--- src/rtl/cam_pkg.sv ---
package cam_pkg;
  localparam int PIX_W  = 8;
  localparam int PAIR_W = 4 * PIX_W;

  localparam logic [PIX_W-1:0] SYNC_LEAD = 8'hFF;
  localparam logic [PIX_W-1:0] SYNC_ZERO = 8'h00;
  localparam int XY_FIELD = 6;
  localparam int XY_VBLK  = 5;
  localparam int XY_EOL   = 4;

  typedef enum logic [1:0] {
    ORD_Y_U_Y_V = 2'd0,
    ORD_Y_V_Y_U = 2'd1,
    ORD_U_Y_V_Y = 2'd2,
    ORD_V_Y_U_Y = 2'd3
  } byte_order_e;

  typedef struct packed {
    logic [PIX_W-1:0] v;
    logic [PIX_W-1:0] y1;
    logic [PIX_W-1:0] u;
    logic [PIX_W-1:0] y0;
  } pair_t;

  function automatic pair_t reorder(input byte_order_e o,
                                    input logic [PIX_W-1:0] b0,
                                    input logic [PIX_W-1:0] b1,
                                    input logic [PIX_W-1:0] b2,
                                    input logic [PIX_W-1:0] b3);
    pair_t p;
    case (o)
      ORD_Y_U_Y_V: begin p.y0 = b0; p.u = b1; p.y1 = b2; p.v = b3; end
      ORD_Y_V_Y_U: begin p.y0 = b0; p.v = b1; p.y1 = b2; p.u = b3; end
      ORD_U_Y_V_Y: begin p.u = b0; p.y0 = b1; p.v = b2; p.y1 = b3; end
      default:     begin p.v = b0; p.y0 = b1; p.u = b2; p.y1 = b3; end
    endcase
    return p;
  endfunction
endpackage

--- src/rtl/cam_sample.sv ---
module cam_sample
  import cam_pkg::*;
(
  input  logic             clk,
  input  logic             rst_n,
  input  logic             pclk,
  input  logic             hsync,
  input  logic             vsync,
  input  logic [PIX_W-1:0] din,
  input  logic             cfg_rise,
  input  logic             cfg_hs_high,
  input  logic             cfg_vs_high,
  output logic             s_valid,
  output logic [PIX_W-1:0] s_data,
  output logic             s_hact,
  output logic             s_vact
);
  logic             pclk_q, pclk_d, hs_q, vs_q;
  logic [PIX_W-1:0] din_q;
  logic             edge_hit;

  assign edge_hit = (pclk_q != pclk_d) && (pclk_q == cfg_rise);

  always_ff @(posedge clk or negedge rst_n) begin
    if (!rst_n) begin
      pclk_q  <= 1'b0;
      pclk_d  <= 1'b0;
      hs_q    <= 1'b0;
      vs_q    <= 1'b0;
      din_q   <= '0;
      s_valid <= 1'b0;
      s_data  <= '0;
      s_hact  <= 1'b0;
      s_vact  <= 1'b0;
    end else begin
      pclk_q  <= pclk;
      pclk_d  <= pclk_q;
      hs_q    <= hsync;
      vs_q    <= vsync;
      din_q   <= din;
      s_valid <= edge_hit;
      if (edge_hit) begin
        s_data <= din_q;
        s_hact <= (hs_q == cfg_hs_high);
        s_vact <= (vs_q == cfg_vs_high);
      end
    end
  end
endmodule

--- src/rtl/cam_sync_decode.sv ---
module cam_sync_decode
  import cam_pkg::*;
(
  input  logic             clk,
  input  logic             rst_n,
  input  logic             s_valid,
  input  logic [PIX_W-1:0] s_data,
  input  logic             s_hact,
  input  logic             s_vact,
  input  logic             cfg_embedded,
  input  logic             cfg_fbb,
  output logic             t_valid,
  output logic [PIX_W-1:0] t_data,
  output logic             t_act,
  output logic             t_lbeg,
  output logic             t_fbeg,
  output logic             t_field
);
  // separate-pin tracking
  logic prev_act, prev_vact;
  logic sep_act, sep_lbeg, sep_fbeg;
  // embedded-code tracking
  logic [1:0] lead_cnt;
  logic       in_line, fresh, v_last, f_code, fbb_field;
  logic       is_lead, is_code, code_v, code_h, code_f;
  logic       emb_act, emb_lbeg, emb_fbeg, field_now;
  logic [1:0] lead_nxt;

  assign sep_act  = s_hact & ~s_vact;
  assign sep_lbeg = sep_act & ~prev_act;
  assign sep_fbeg = prev_vact & ~s_vact;

  assign is_lead  = (s_data == SYNC_LEAD);
  assign is_code  = (lead_cnt == 2'd3);
  assign code_v   = s_data[XY_VBLK];
  assign code_h   = s_data[XY_EOL];
  assign code_f   = s_data[XY_FIELD];
  assign emb_act  = in_line && (lead_cnt == 2'd0) && !is_lead;
  assign emb_lbeg = emb_act & fresh;
  assign emb_fbeg = is_code & ~code_h & ~code_v & v_last;

  always_comb begin
    case (lead_cnt)
      2'd1:    lead_nxt = (s_data == SYNC_ZERO) ? 2'd2 : (is_lead ? 2'd1 : 2'd0);
      2'd2:    lead_nxt = (s_data == SYNC_ZERO) ? 2'd3 : (is_lead ? 2'd1 : 2'd0);
      default: lead_nxt = is_lead ? 2'd1 : 2'd0;
    endcase
  end

  always_comb begin
    if (cfg_fbb)      field_now = (emb_fbeg && cfg_embedded) ? ~fbb_field : fbb_field;
    else if (is_code) field_now = code_f;
    else              field_now = f_code;
  end

  always_ff @(posedge clk or negedge rst_n) begin
    if (!rst_n) begin
      prev_act  <= 1'b0;
      prev_vact <= 1'b0;
      lead_cnt  <= 2'd0;
      in_line   <= 1'b0;
      fresh     <= 1'b0;
      v_last    <= 1'b1;
      f_code    <= 1'b0;
      fbb_field <= 1'b1;
      t_valid   <= 1'b0;
      t_data    <= '0;
      t_act     <= 1'b0;
      t_lbeg    <= 1'b0;
      t_fbeg    <= 1'b0;
      t_field   <= 1'b0;
    end else begin
      t_valid <= s_valid;
      if (s_valid) begin
        prev_act  <= sep_act;
        prev_vact <= s_vact;
        lead_cnt  <= lead_nxt;
        if (is_lead) in_line <= 1'b0;
        if (emb_act) fresh <= 1'b0;
        if (is_code) begin
          v_last <= code_v;
          f_code <= code_f;
          if (!code_h) begin
            in_line <= ~code_v;
            fresh   <= ~code_v;
          end else begin
            in_line <= 1'b0;
          end
        end
        if (cfg_embedded && cfg_fbb && emb_fbeg) fbb_field <= ~fbb_field;
        t_data  <= s_data;
        t_act   <= cfg_embedded ? emb_act  : sep_act;
        t_lbeg  <= cfg_embedded ? emb_lbeg : sep_lbeg;
        t_fbeg  <= cfg_embedded ? emb_fbeg : sep_fbeg;
        t_field <= cfg_embedded ? field_now : 1'b0;
      end
    end
  end
endmodule

--- src/rtl/cam_pack.sv ---
module cam_pack
  import cam_pkg::*;
#(
  parameter int HW = 12,
  parameter int VW = 11
) (
  input  logic             clk,
  input  logic             rst_n,
  input  logic             t_valid,
  input  logic [PIX_W-1:0] t_data,
  input  logic             t_act,
  input  logic             t_lbeg,
  input  logic             t_fbeg,
  input  logic             t_field,
  input  logic [1:0]       cfg_order,
  output logic             g_valid,
  output pair_t            g_pair,
  output logic [HW-1:0]    g_x,
  output logic [VW-1:0]    g_row,
  output logic             g_field
);
  logic [1:0]       bidx, idx;
  logic [PIX_W-1:0] hold0, hold1, hold2;
  logic [HW-1:0]    col, col_now;
  logic [VW-1:0]    row, row_now;
  logic             first_line, fl_now;

  assign idx     = t_lbeg ? 2'd0 : bidx;
  assign col_now = t_lbeg ? '0 : col;
  assign row_now = t_fbeg ? '0 : row;
  assign fl_now  = t_fbeg ? 1'b1 : first_line;

  always_ff @(posedge clk or negedge rst_n) begin
    if (!rst_n) begin
      bidx       <= 2'd0;
      hold0      <= '0;
      hold1      <= '0;
      hold2      <= '0;
      col        <= '0;
      row        <= '0;
      first_line <= 1'b1;
      g_valid    <= 1'b0;
      g_pair     <= '0;
      g_x        <= '0;
      g_row      <= '0;
      g_field    <= 1'b0;
    end else begin
      g_valid <= 1'b0;
      if (t_valid) begin
        if (t_fbeg) begin
          row        <= '0;
          first_line <= 1'b1;
        end
        if (t_act) begin
          if (t_lbeg) begin
            row        <= fl_now ? row_now : row_now + 1'b1;
            first_line <= 1'b0;
          end
          case (idx)
            2'd0: begin hold0 <= t_data; bidx <= 2'd1; col <= col_now; end
            2'd1: begin hold1 <= t_data; bidx <= 2'd2; end
            2'd2: begin hold2 <= t_data; bidx <= 2'd3; end
            default: begin
              g_valid <= 1'b1;
              g_pair  <= reorder(byte_order_e'(cfg_order), hold0, hold1, hold2, t_data);
              g_x     <= col_now;
              g_row   <= row;
              g_field <= t_field;
              col     <= col_now + HW'(2);
              bidx    <= 2'd0;
            end
          endcase
        end
      end
    end
  end
endmodule

--- src/rtl/cam_crop.sv ---
module cam_crop
  import cam_pkg::*;
#(
  parameter int HW = 12,
  parameter int VW = 11
) (
  input  logic          clk,
  input  logic          rst_n,
  input  logic          g_valid,
  input  pair_t         g_pair,
  input  logic [HW-1:0] g_x,
  input  logic [VW-1:0] g_row,
  input  logic          g_field,
  input  logic [HW-1:0] crop_x0,
  input  logic [VW-1:0] crop_y0,
  input  logic [HW-1:0] crop_w,
  input  logic [VW-1:0] crop_h,
  output logic          c_valid,
  output pair_t         c_pair,
  output logic          c_sof,
  output logic          c_eof,
  output logic          c_field
);
  localparam int XE = HW + 1;
  localparam int YE = VW + 1;

  logic [XE-1:0] x_end, x_ext;
  logic [YE-1:0] y_end, y_ext;
  logic          in_x, in_y, last_x, last_y;

  assign x_end  = {1'b0, crop_x0} + {1'b0, crop_w};
  assign y_end  = {1'b0, crop_y0} + {1'b0, crop_h};
  assign x_ext  = {1'b0, g_x};
  assign y_ext  = {1'b0, g_row};
  assign in_x   = (g_x >= crop_x0) && (x_ext < x_end);
  assign in_y   = (g_row >= crop_y0) && (y_ext < y_end);
  assign last_x = (x_ext + XE'(2)) == x_end;
  assign last_y = (y_ext + YE'(1)) == y_end;

  always_ff @(posedge clk or negedge rst_n) begin
    if (!rst_n) begin
      c_valid <= 1'b0;
      c_pair  <= '0;
      c_sof   <= 1'b0;
      c_eof   <= 1'b0;
      c_field <= 1'b0;
    end else begin
      c_valid <= g_valid && in_x && in_y;
      if (g_valid) begin
        c_pair  <= g_pair;
        c_sof   <= (g_x == crop_x0) && (g_row == crop_y0);
        c_eof   <= last_x && last_y;
        c_field <= g_field;
      end
    end
  end
endmodule

--- src/rtl/cam_frontend.sv ---
module cam_frontend
  import cam_pkg::*;
#(
  parameter int HW = 12,
  parameter int VW = 11
) (
  input  logic              clk,
  input  logic              rst_n,
  input  logic              pclk,
  input  logic              hsync,
  input  logic              vsync,
  input  logic [PIX_W-1:0]  pix_data,
  input  logic              cap_enable,
  input  logic              cap_oneshot,
  input  logic              cfg_embedded,
  input  logic              cfg_fbb,
  input  logic [1:0]        cfg_order,
  input  logic              cfg_pclk_rise,
  input  logic              cfg_hs_high,
  input  logic              cfg_vs_high,
  input  logic [HW-1:0]     crop_x0,
  input  logic [VW-1:0]     crop_y0,
  input  logic [HW-1:0]     crop_w,
  input  logic [VW-1:0]     crop_h,
  output logic              out_valid,
  input  logic              out_ready,
  output logic [PAIR_W-1:0] out_pair,
  output logic              out_sof,
  output logic              out_eof,
  output logic              out_field,
  output logic              frame_done,
  output logic              capturing
);
  logic             s_valid, s_hact, s_vact;
  logic [PIX_W-1:0] s_data;
  logic             t_valid, t_act, t_lbeg, t_fbeg, t_field;
  logic [PIX_W-1:0] t_data;
  logic             g_valid, g_field;
  pair_t            g_pair;
  logic [HW-1:0]    g_x;
  logic [VW-1:0]    g_row;
  logic             c_valid, c_sof, c_eof, c_field;
  pair_t            c_pair;
  logic             spent, frame_go, emit;

  cam_sample u_sample (
    .clk(clk), .rst_n(rst_n), .pclk(pclk), .hsync(hsync), .vsync(vsync),
    .din(pix_data), .cfg_rise(cfg_pclk_rise), .cfg_hs_high(cfg_hs_high),
    .cfg_vs_high(cfg_vs_high), .s_valid(s_valid), .s_data(s_data),
    .s_hact(s_hact), .s_vact(s_vact)
  );

  cam_sync_decode u_sync (
    .clk(clk), .rst_n(rst_n), .s_valid(s_valid), .s_data(s_data),
    .s_hact(s_hact), .s_vact(s_vact), .cfg_embedded(cfg_embedded),
    .cfg_fbb(cfg_fbb), .t_valid(t_valid), .t_data(t_data), .t_act(t_act),
    .t_lbeg(t_lbeg), .t_fbeg(t_fbeg), .t_field(t_field)
  );

  cam_pack #(.HW(HW), .VW(VW)) u_pack (
    .clk(clk), .rst_n(rst_n), .t_valid(t_valid), .t_data(t_data),
    .t_act(t_act), .t_lbeg(t_lbeg), .t_fbeg(t_fbeg), .t_field(t_field),
    .cfg_order(cfg_order), .g_valid(g_valid), .g_pair(g_pair), .g_x(g_x),
    .g_row(g_row), .g_field(g_field)
  );

  cam_crop #(.HW(HW), .VW(VW)) u_crop (
    .clk(clk), .rst_n(rst_n), .g_valid(g_valid), .g_pair(g_pair),
    .g_x(g_x), .g_row(g_row), .g_field(g_field), .crop_x0(crop_x0),
    .crop_y0(crop_y0), .crop_w(crop_w), .crop_h(crop_h),
    .c_valid(c_valid), .c_pair(c_pair), .c_sof(c_sof), .c_eof(c_eof),
    .c_field(c_field)
  );

  assign frame_go = t_valid & t_fbeg;
  assign emit     = c_valid & capturing;

  always_ff @(posedge clk or negedge rst_n) begin
    if (!rst_n) begin
      capturing  <= 1'b0;
      spent      <= 1'b0;
      frame_done <= 1'b0;
      out_valid  <= 1'b0;
      out_pair   <= '0;
      out_sof    <= 1'b0;
      out_eof    <= 1'b0;
      out_field  <= 1'b0;
    end else begin
      frame_done <= emit & c_eof;
      if (!cap_enable) spent <= 1'b0;
      if (frame_go) begin
        capturing <= cap_enable & ~spent;
      end else if (emit && c_eof && cap_oneshot) begin
        capturing <= 1'b0;
        spent     <= 1'b1;
      end
      if (emit && (!out_valid || out_ready)) begin
        out_valid <= 1'b1;
        out_pair  <= c_pair;
        out_sof   <= c_sof;
        out_eof   <= c_eof;
        out_field <= c_field;
      end else if (out_ready) begin
        out_valid <= 1'b0;
      end
    end
  end
endmodule

--- config.mk ---
export PLATFORM = sky130hd
export DESIGN_NAME = cam_frontend
export DESIGN_NICKNAME = d
export VERILOG_FILES = /design/src/rtl/cam_pkg.sv /design/src/rtl/cam_sample.sv /design/src/rtl/cam_sync_decode.sv /design/src/rtl/cam_pack.sv /design/src/rtl/cam_crop.sv /design/src/rtl/cam_frontend.sv
export SDC_FILE = /design/constraint.sdc
export NUM_CORES = 1
export LEC_CHECK = 0
export ABC_AREA = 0
export CORE_MARGIN = 2
export CORE_UTILIZATION = 45
export CTS_BUF_LIST = sky130_fd_sc_hd__clkbuf_4
export CTS_CLUSTER_SIZE = 16
export DETAILED_ROUTE_END_ITERATION = 12
export PLACE_DENSITY = 0.68
export SLEW_MARGIN = 20
export SYNTH_ARGS = -nofsm -noshare
export SYNTH_HDL_FRONTEND = slang
export SYNTH_SLANG_ARGS = --single-unit
--- constraint.sdc ---
create_clock -name clk -period 3.4 [get_ports clk]
set_input_delay 0.51 -clock clk [delete_from_list [all_inputs] [get_ports clk]]
set_output_delay 0.51 -clock clk [all_outputs]
set_load 0.01 [all_outputs]
==> impl_metrics.tcl, run 1 <==
set metrics [dict create \
    status "complete, no violations" \
    ant_nets 0 \
    routed_wl_um 26100 \
    fin_nets 1452 \
    viasPerCell 5.28 \
    maxCapViolCount 0 \
    max_slew_margin 0.489 \
    rows 60 \
    area_growth_pct 22.7 \
    setup_ws_ns 0.148 \
    clkPwrFrac 0.294 \
    fin_crit_ns 3.25 \
    worstSetupStartpointType "primary input" \
    hp-class "in2reg" \
    ys_types 69 \
    yosys_register_bits 227 \
    cts-root-buf "clkbuf_4" \
    die_y_um 169 \
    synth_nets 1234 \
    grt_max_degree 90 \
    crit_path_end_kind "flip-flop" \
    mappedNetlistArea_sq_um 12300 \
    coreArea_sq_um 26900 \
    drtIter0Drc 493 \
    cp_max_fo 4 \
    fmax_ghz 0.307 \
    cts_tree "yes" \
    initial_core_util 0.457 \
    via_count 8861 \
    drt_first_pass_iters 5 \
    leakagePower_nw 7.05 \
    hpwl_um 19100 \
    clk_latency_ns 0.65 \
    power_density_nw_per_um2 509 \
    max-vdd-ir-drop_mv 0.389 \
    whs_ns 0.290 \
    grt_pass1_wl_um 44400 \
    yosysWarningCount 0 \
    grt_antenna_before_repair 1 \
    async_reset_ff_frac 1.00 \
    grt_pass1_vias 8921 \
    die_area_sq_um 28600 \
    syn_avg_cell_area_sq_um 11.3 \
    grt-ovfl-total 0 \
    fin_skew_ns 0.0254 \
    grt_util_all_layers 0.190 \
    crit_arrival_ns 3.81 \
    ctsLongestPathBuffers 3 \
    dp_slack_ns -0.563 \
    finalHoldViolCount 0 \
    final_cell_mix "224 x dfrtp_1, 137 x mux2_2, 104 x clkdlybuf4s50_1" \
    p_comb_frac 0.227 \
    swShare 0.288 \
    ioPinCount 107 \
    worstSetupPathType "in2reg" \
    drcViolationCount 0 \
    synth_top_flop_cell "dfrtp_1" \
    cts_sinks 227 \
    fin_util 0.561 \
    postSynthCellCount 1082 \
    finalSetupViolCount 0 \
    port_buffers 106 \
    wl_per_cell_um 15.6 \
    p_switching_mw 2.21 \
    total_power_mw 7.67 \
    slew_violations 0 \
    max_slew.worst_pin.slew_ns 0.757 \
    final_common_cell "dfrtp_1" \
    place.gp.congestion 0.892 \
    ys_seq_area_frac 0.463 \
    clk_pin_slew_worst_paths_ns 0.06 \
    p_int_mw 5.46 \
    numCtsBuffers 57 \
    ctsHtreeMaxLevel 2 \
    post-route-period-util 0.957 \
    drive_gt1_frac 0.263 \
    rsz0062_at_grt "false" \
    die_w_um 169 \
    synth_edf_count 0 \
    worstPathRequired_ns 3.96 \
    seq_power_share 0.479 \
]
synth_stat cells (10+ instances only):
master / count / area, sq um
dfrtp_1: 224 / 5610
mux2_2: 137 / 1540
nand2_1: 101 / 379
ha_1: 81 / 1010
o21ai_0: 50 / 250
nor2_1: 49 / 184
inv_1: 48 / 180
xnor2_1: 37 / 324
a21oi_1: 32 / 160
xor2_1: 32 / 280
clkbuf_1: 29 / 109
nand3_1: 23 / 115
mux2i_1: 22 / 220
mux4_2: 16 / 360
nand4_1: 16 / 100
nor3_1: 15 / 75.1
nand2b_1: 14 / 87.6
a21o_1: 13 / 97.6
o21a_1: 12 / 90.1
nor2b_1: 11 / 68.8
and3_1: 10 / 62.6
registers in the layout, indices dropped and copies added (netlist names), 2 cells and up:
register         flops
u_pack.g_pair       32
u_pack.hold2         8
u_sync.lead_cnt      2
u_sync.t_data        8
u_crop.c_pair       32
u_sample.s_data      8
u_pack.g_x          12
out_pair            32
u_sample.din_q       8
u_pack.hold0         8
u_pack.bidx          2
u_pack.hold1         8
u_pack.g_row        11
u_pack.row          11
u_pack.col          12
power groups by stage:
stage                     Sequential (mW)  Combinational [mW]  Clock, mW
final                                3.67                1.74       2.25
after global placement               3.70                1.68          0
after CTS                            3.67                1.74       2.34
after global routing                 3.76                1.93       2.49
after floorplan                      3.54                1.19          0
after detailed placement             3.72                1.73          0
what timing repair did:
item	4_1_cts	5_1_grt
resized for setup	0	6
hold buffers	1	0
endpoints found under the hold margin	83	0
setup endpoints to repair	0	2
setup buffers	0	0
critical path: stages:
cell and delay [ns]:
clkdlybuf4s50_1 0.48, ha_1 0.17, inv_1 0.05, fa_1 0.38
nand2b_1 0.26, a21oi_4 0.22, xnor2_4 0.14, xnor2_1 0.09
or3b_1 0.36, or4b_1 0.48, or4b_1 0.52, o21ai_1 0.15
area by class of cell:
class                           count  area (sq um)
Antenna cell                        2          5.00
Clock buffer                       80           601
Clock inverter                     13           110
Fill cell                        2323         11800
Inverter                           49           184
Multi-Input combinational cell    771          6320
Sequential cell                   227          5680
Tap cell                          341           427
Timing Repair Buffer              194          1740
worst paths after layout:
check                      slack (ns)  cells after the start             from           endpoint
setup / recovery                 0.15                     12       crop_x0[0]       u_crop.c_eof
hold reg to reg                  0.40                      0  u_sample.pclk_q    u_sample.pclk_d
setup reg to reg                 0.49                      7    u_pack.g_x[3]       u_crop.c_eof
max in group asynchronous        2.01                      3            rst_n  u_crop.c_pair[10]
hold / removal                   0.29                      1      pix_data[4]  u_sample.din_q[4]
min in group asynchronous        0.47                      2            rst_n       out_pair[23]
kinds of logic (layout without fill, tap and decap cells):
group | after synthesis | count (layout) | synth area share
flip-flops | 227 | 227 | 0.463
adder cells (fa/ha/maj) | 83 | 83 | 0.0858
XOR/XNOR | 71 | 71 | 0.0534
AND/OR/NAND/NOR | 283 | 283 | 0.115
AO/OA/AOI/OAI | 159 | 159 | 0.0840
multiplexers | 175 | 175 | 0.173
other | 0 | 2 | 0
buffers and inverters | 84 | 336 | 0.0265
through the flow:
stage / area (sq um) / setup TNS (ns) / std cells
floorplan: 12300 / 0 / 1082
global placement: 14300 / -0.956 / 1581
detailed placement: 14300 / -1.08 / 1581
CTS: 15000 / 0 / 1675
global route: 15100 / 0 / 1677
finish: 15100 / 0 / 1677
routing by layer:
metal / wire [um] / global-route usage
met1: 12600 / 0.272
met3: 1190 / 0.0352
met5: 0 / 0
met2: 11900 / 0.299
met4: 386 / 0.0468
(Power assumes the default switching activity.)
==> inputs of run 2 (changes only) <==
Settings changed: CORE_UTILIZATION 45 to 36, CTS_CLUSTER_SIZE 16 to 14, PLACE_DENSITY 0.68 to 0.57, SYNTH_HIERARCHICAL set to 1.
==> impl_metrics.tcl, run 2 <==
set metrics [dict create \
    largest_registers "out_pair (32), u_crop/c_pair (32), u_pack/g_pair (32)" \
    layout.cells.non_filler 1870 \
    numCtsBuffers 61 \
    max-vdd-ir-drop_mv 0.263 \
    status "complete, no violations" \
    hold-path-endpoint "u_sample/vs_q" \
    tns_ns 0 \
    grt_util_all_layers 0.159 \
    fin_util 0.442 \
    power_density_nw_per_um2 529 \
    r2r-end "u_crop/c_valid" \
    cts_tree "yes" \
    cts-root-buf "clkbuf_4" \
    cp_cell_sequence "clkdlybuf4s50_1, ha_1, inv_1, fa_1, nand2b_1, a211oi_1, o22a_1, mux2_2, and2_1, ha_1, a211oi_1, a21oi_1, nor4_1" \
    final_common_cell "dfrtp_1" \
    clk_latency_ns 0.71 \
    async_reset_ff_frac 1.00 \
    rrSetupSlack_ns 0.96 \
    maxCapViolCount 0 \
    min_path_cells 1 \
    port_buffers 106 \
    ioPinCount 107 \
    synth_top_area_share 0.427 \
    fin_skew_ns 0.0461 \
    rsz0062_at_grt "false" \
    ctsHtreeMaxLevel 2 \
    final_cell_mix "224 x dfrtp_1, 134 x nand2_1, 104 x clkdlybuf4s50_1" \
    finalSetupViolCount 0 \
    ant_nets 0 \
    cp_max_fo 2 \
    fin_nets 1516 \
    fin_crit_ns 2.93 \
    postSynthCellCount 1178 \
    initial_core_util 0.367 \
    die_w_um 195 \
    via_count 9627 \
    total_power_mw 8.35 \
    whs_ns 0.256 \
    hp-class "in2reg" \
    area_growth_pct 20.5 \
    synth_top_flop_cell "dfrtp_1" \
    fmax_ghz 0.341 \
    cp_slowest_stage_delay_ns 0.49 \
    ff2ff_path_depth 9 \
    cpLargestDelayFamily "compound AO/OA/AOI/OAI gates" \
    coreArea_sq_um 35700 \
    cts_setup_buffers 0 \
    grt-ovfl-total 0 \
    drive_gt1_frac 0.230 \
    postLayoutCellArea_sq_um 15800 \
    drt_first_pass_iters 5 \
    crit_arrival_ns 3.54 \
    slew_violations 0 \
    wl_per_cell_um 15.9 \
    drtIter0Drc 431 \
    drcViolationCount 0 \
    place.gp.congestion 0.844 \
    setup_ws_ns 0.467 \
    dp_cells 1761 \
    yosys_register_bits 227 \
    yosysTopAreaCell "dfrtp_1" \
    synth_common_cells "224 x dfrtp_1, 134 x nand2_1, 87 x mux2_2" \
    rows 69 \
    cts_sinks 227 \
    synth_nets 1330 \
    placed_area_sq_um 15000 \
    die_area_sq_um 38000 \
    finalHoldViolCount 0 \
    cp_slowest_cell "clkdlybuf4s50_1" \
    grt_max_degree 101 \
    grt_pass1_wl_um 49600 \
    hpwl_um 21600 \
    crit_path_end_kind "flip-flop" \
    synth_edf_count 0 \
    post-route-period-util 0.863 \
    viasPerCell 5.15 \
    max_slew.worst_pin.slew_ns 0.941 \
    ctsLongestPathBuffers 3 \
    cts-resized-gates 0 \
    leakagePower_nw 7.26 \
    die_y_um 195 \
    dp_slack_ns -0.248 \
    synth_area_leaders "dfrtp_1 43%, ha_1 7.7%, mux2_2 7.5%" \
    grt_pass1_vias 9647 \
    mappedNetlistArea_sq_um 13100 \
    reg2reg_from "u_pack/g_row[1]" \
    ys_seq_area_frac 0.433 \
    cp_num_buf_inv 2 \
    grt_antenna_before_repair 2 \
    ys_types 87 \
    syn_avg_cell_area_sq_um 11.1 \
    worstSetupPathType "in2reg" \
    yosysWarningCount 6 \
    worstSetupStartpointType "primary input" \
    synth.most_common_cell "dfrtp_1" \
    routed_wl_um 29700 \
    max_slew_margin 0.373 \
    worstHoldStart "vsync" \
    clk_pin_slew_worst_paths_ns 0.07 \
    worstPathRequired_ns 4.00 \
]
[run 2: changes by cell type after synthesis, sizes merged, moves of 10 or more]
cell / previous run / this run
clkbuf: 29 / 18
nor2b: 11 / 30
xnor2: 38 / 26
nand2: 101 / 135
buf: 6 / 31
nor2: 50 / 31
a21oi: 34 / 24
mux2: 137 / 119
o21ai: 53 / 71
[run 2: layout make-up]
| cell class | instances | area, sq um |
|---|---|---|
| multi-input combinational | 848 | 6960 |
| sequential | 227 | 5680 |
| tap | 461 | 577 |
| fill | 3468 | 19900 |
| antenna | 1 | 2.50 |
| inverter | 54 | 203 |
| timing repair buffer | 172 | 1610 |
| clock buffer | 94 | 706 |
| clock inverter | 13 | 61.3 |
[run 2: repair_timing]
item,4_1_cts,5_1_grt
hold buffers,1,0
endpoints found under the setup margin,0,0
hold endpoints to repair,94,0
[run 2: kinds of logic after synthesis]
kind of cell	Yosys count	share of synthesized area
compound gates	197	0.103
simple gates	350	0.141
buf+inv	103	0.0363
flops	227	0.433
mux	158	0.157
xor+xnor	60	0.0486
fa+ha+maj	83	0.0803
[run 2: metal layers]
| metal | wire [um] | vias up | track usage |
|---|---|---|---|
| li1 | - | 4701 | - |
| met1 | 15200 | 4710 | 0.237 |
| met2 | 12900 | 175 | 0.235 |
| met3 | 1280 | 39 | 0.0307 |
| met4 | 411 | 2 | 0.0441 |
| met5 | 11 | - | 0 |
[run 2: worst max-delay path by stage]
| stage | start | end | slack, ns | cells after the start |
|---|---|---|---|---|
| 3_3_place_gp | crop_y0[0] | u_crop/c_valid | -0.17 | 13 |
| 4_1_cts | crop_y0[0] | u_crop/c_valid | 0.54 | 13 |
| 6_report | crop_y0[0] | u_crop/c_valid | 0.47 | 13 |
| 3_5_place_dp | crop_y0[0] | u_crop/c_valid | -0.25 | 13 |
| 2_1_floorplan | crop_y0[6] | u_crop/c_valid | 0.34 | 11 |
| 5_1_grt | crop_y0[6] | u_crop/c_eof | 0.31 | 12 |
[run 2: where the power goes]
group / internal, mW / switching (mW) / leakage (nW)
Sequential: 3.37 / 0.582 / 2.86
Combinational: 1.16 / 0.901 / 3.93
Clock: 1.25 / 1.09 / 0.463
Total: 5.78 / 2.58 / 7.26
==> inputs of run 3 (changes only) <==
Settings changed: CTS_CLUSTER_SIZE 14 to 24.
==> results of run 3 <==
The final DEF is identical to that of run 2; final timing and power are the same.
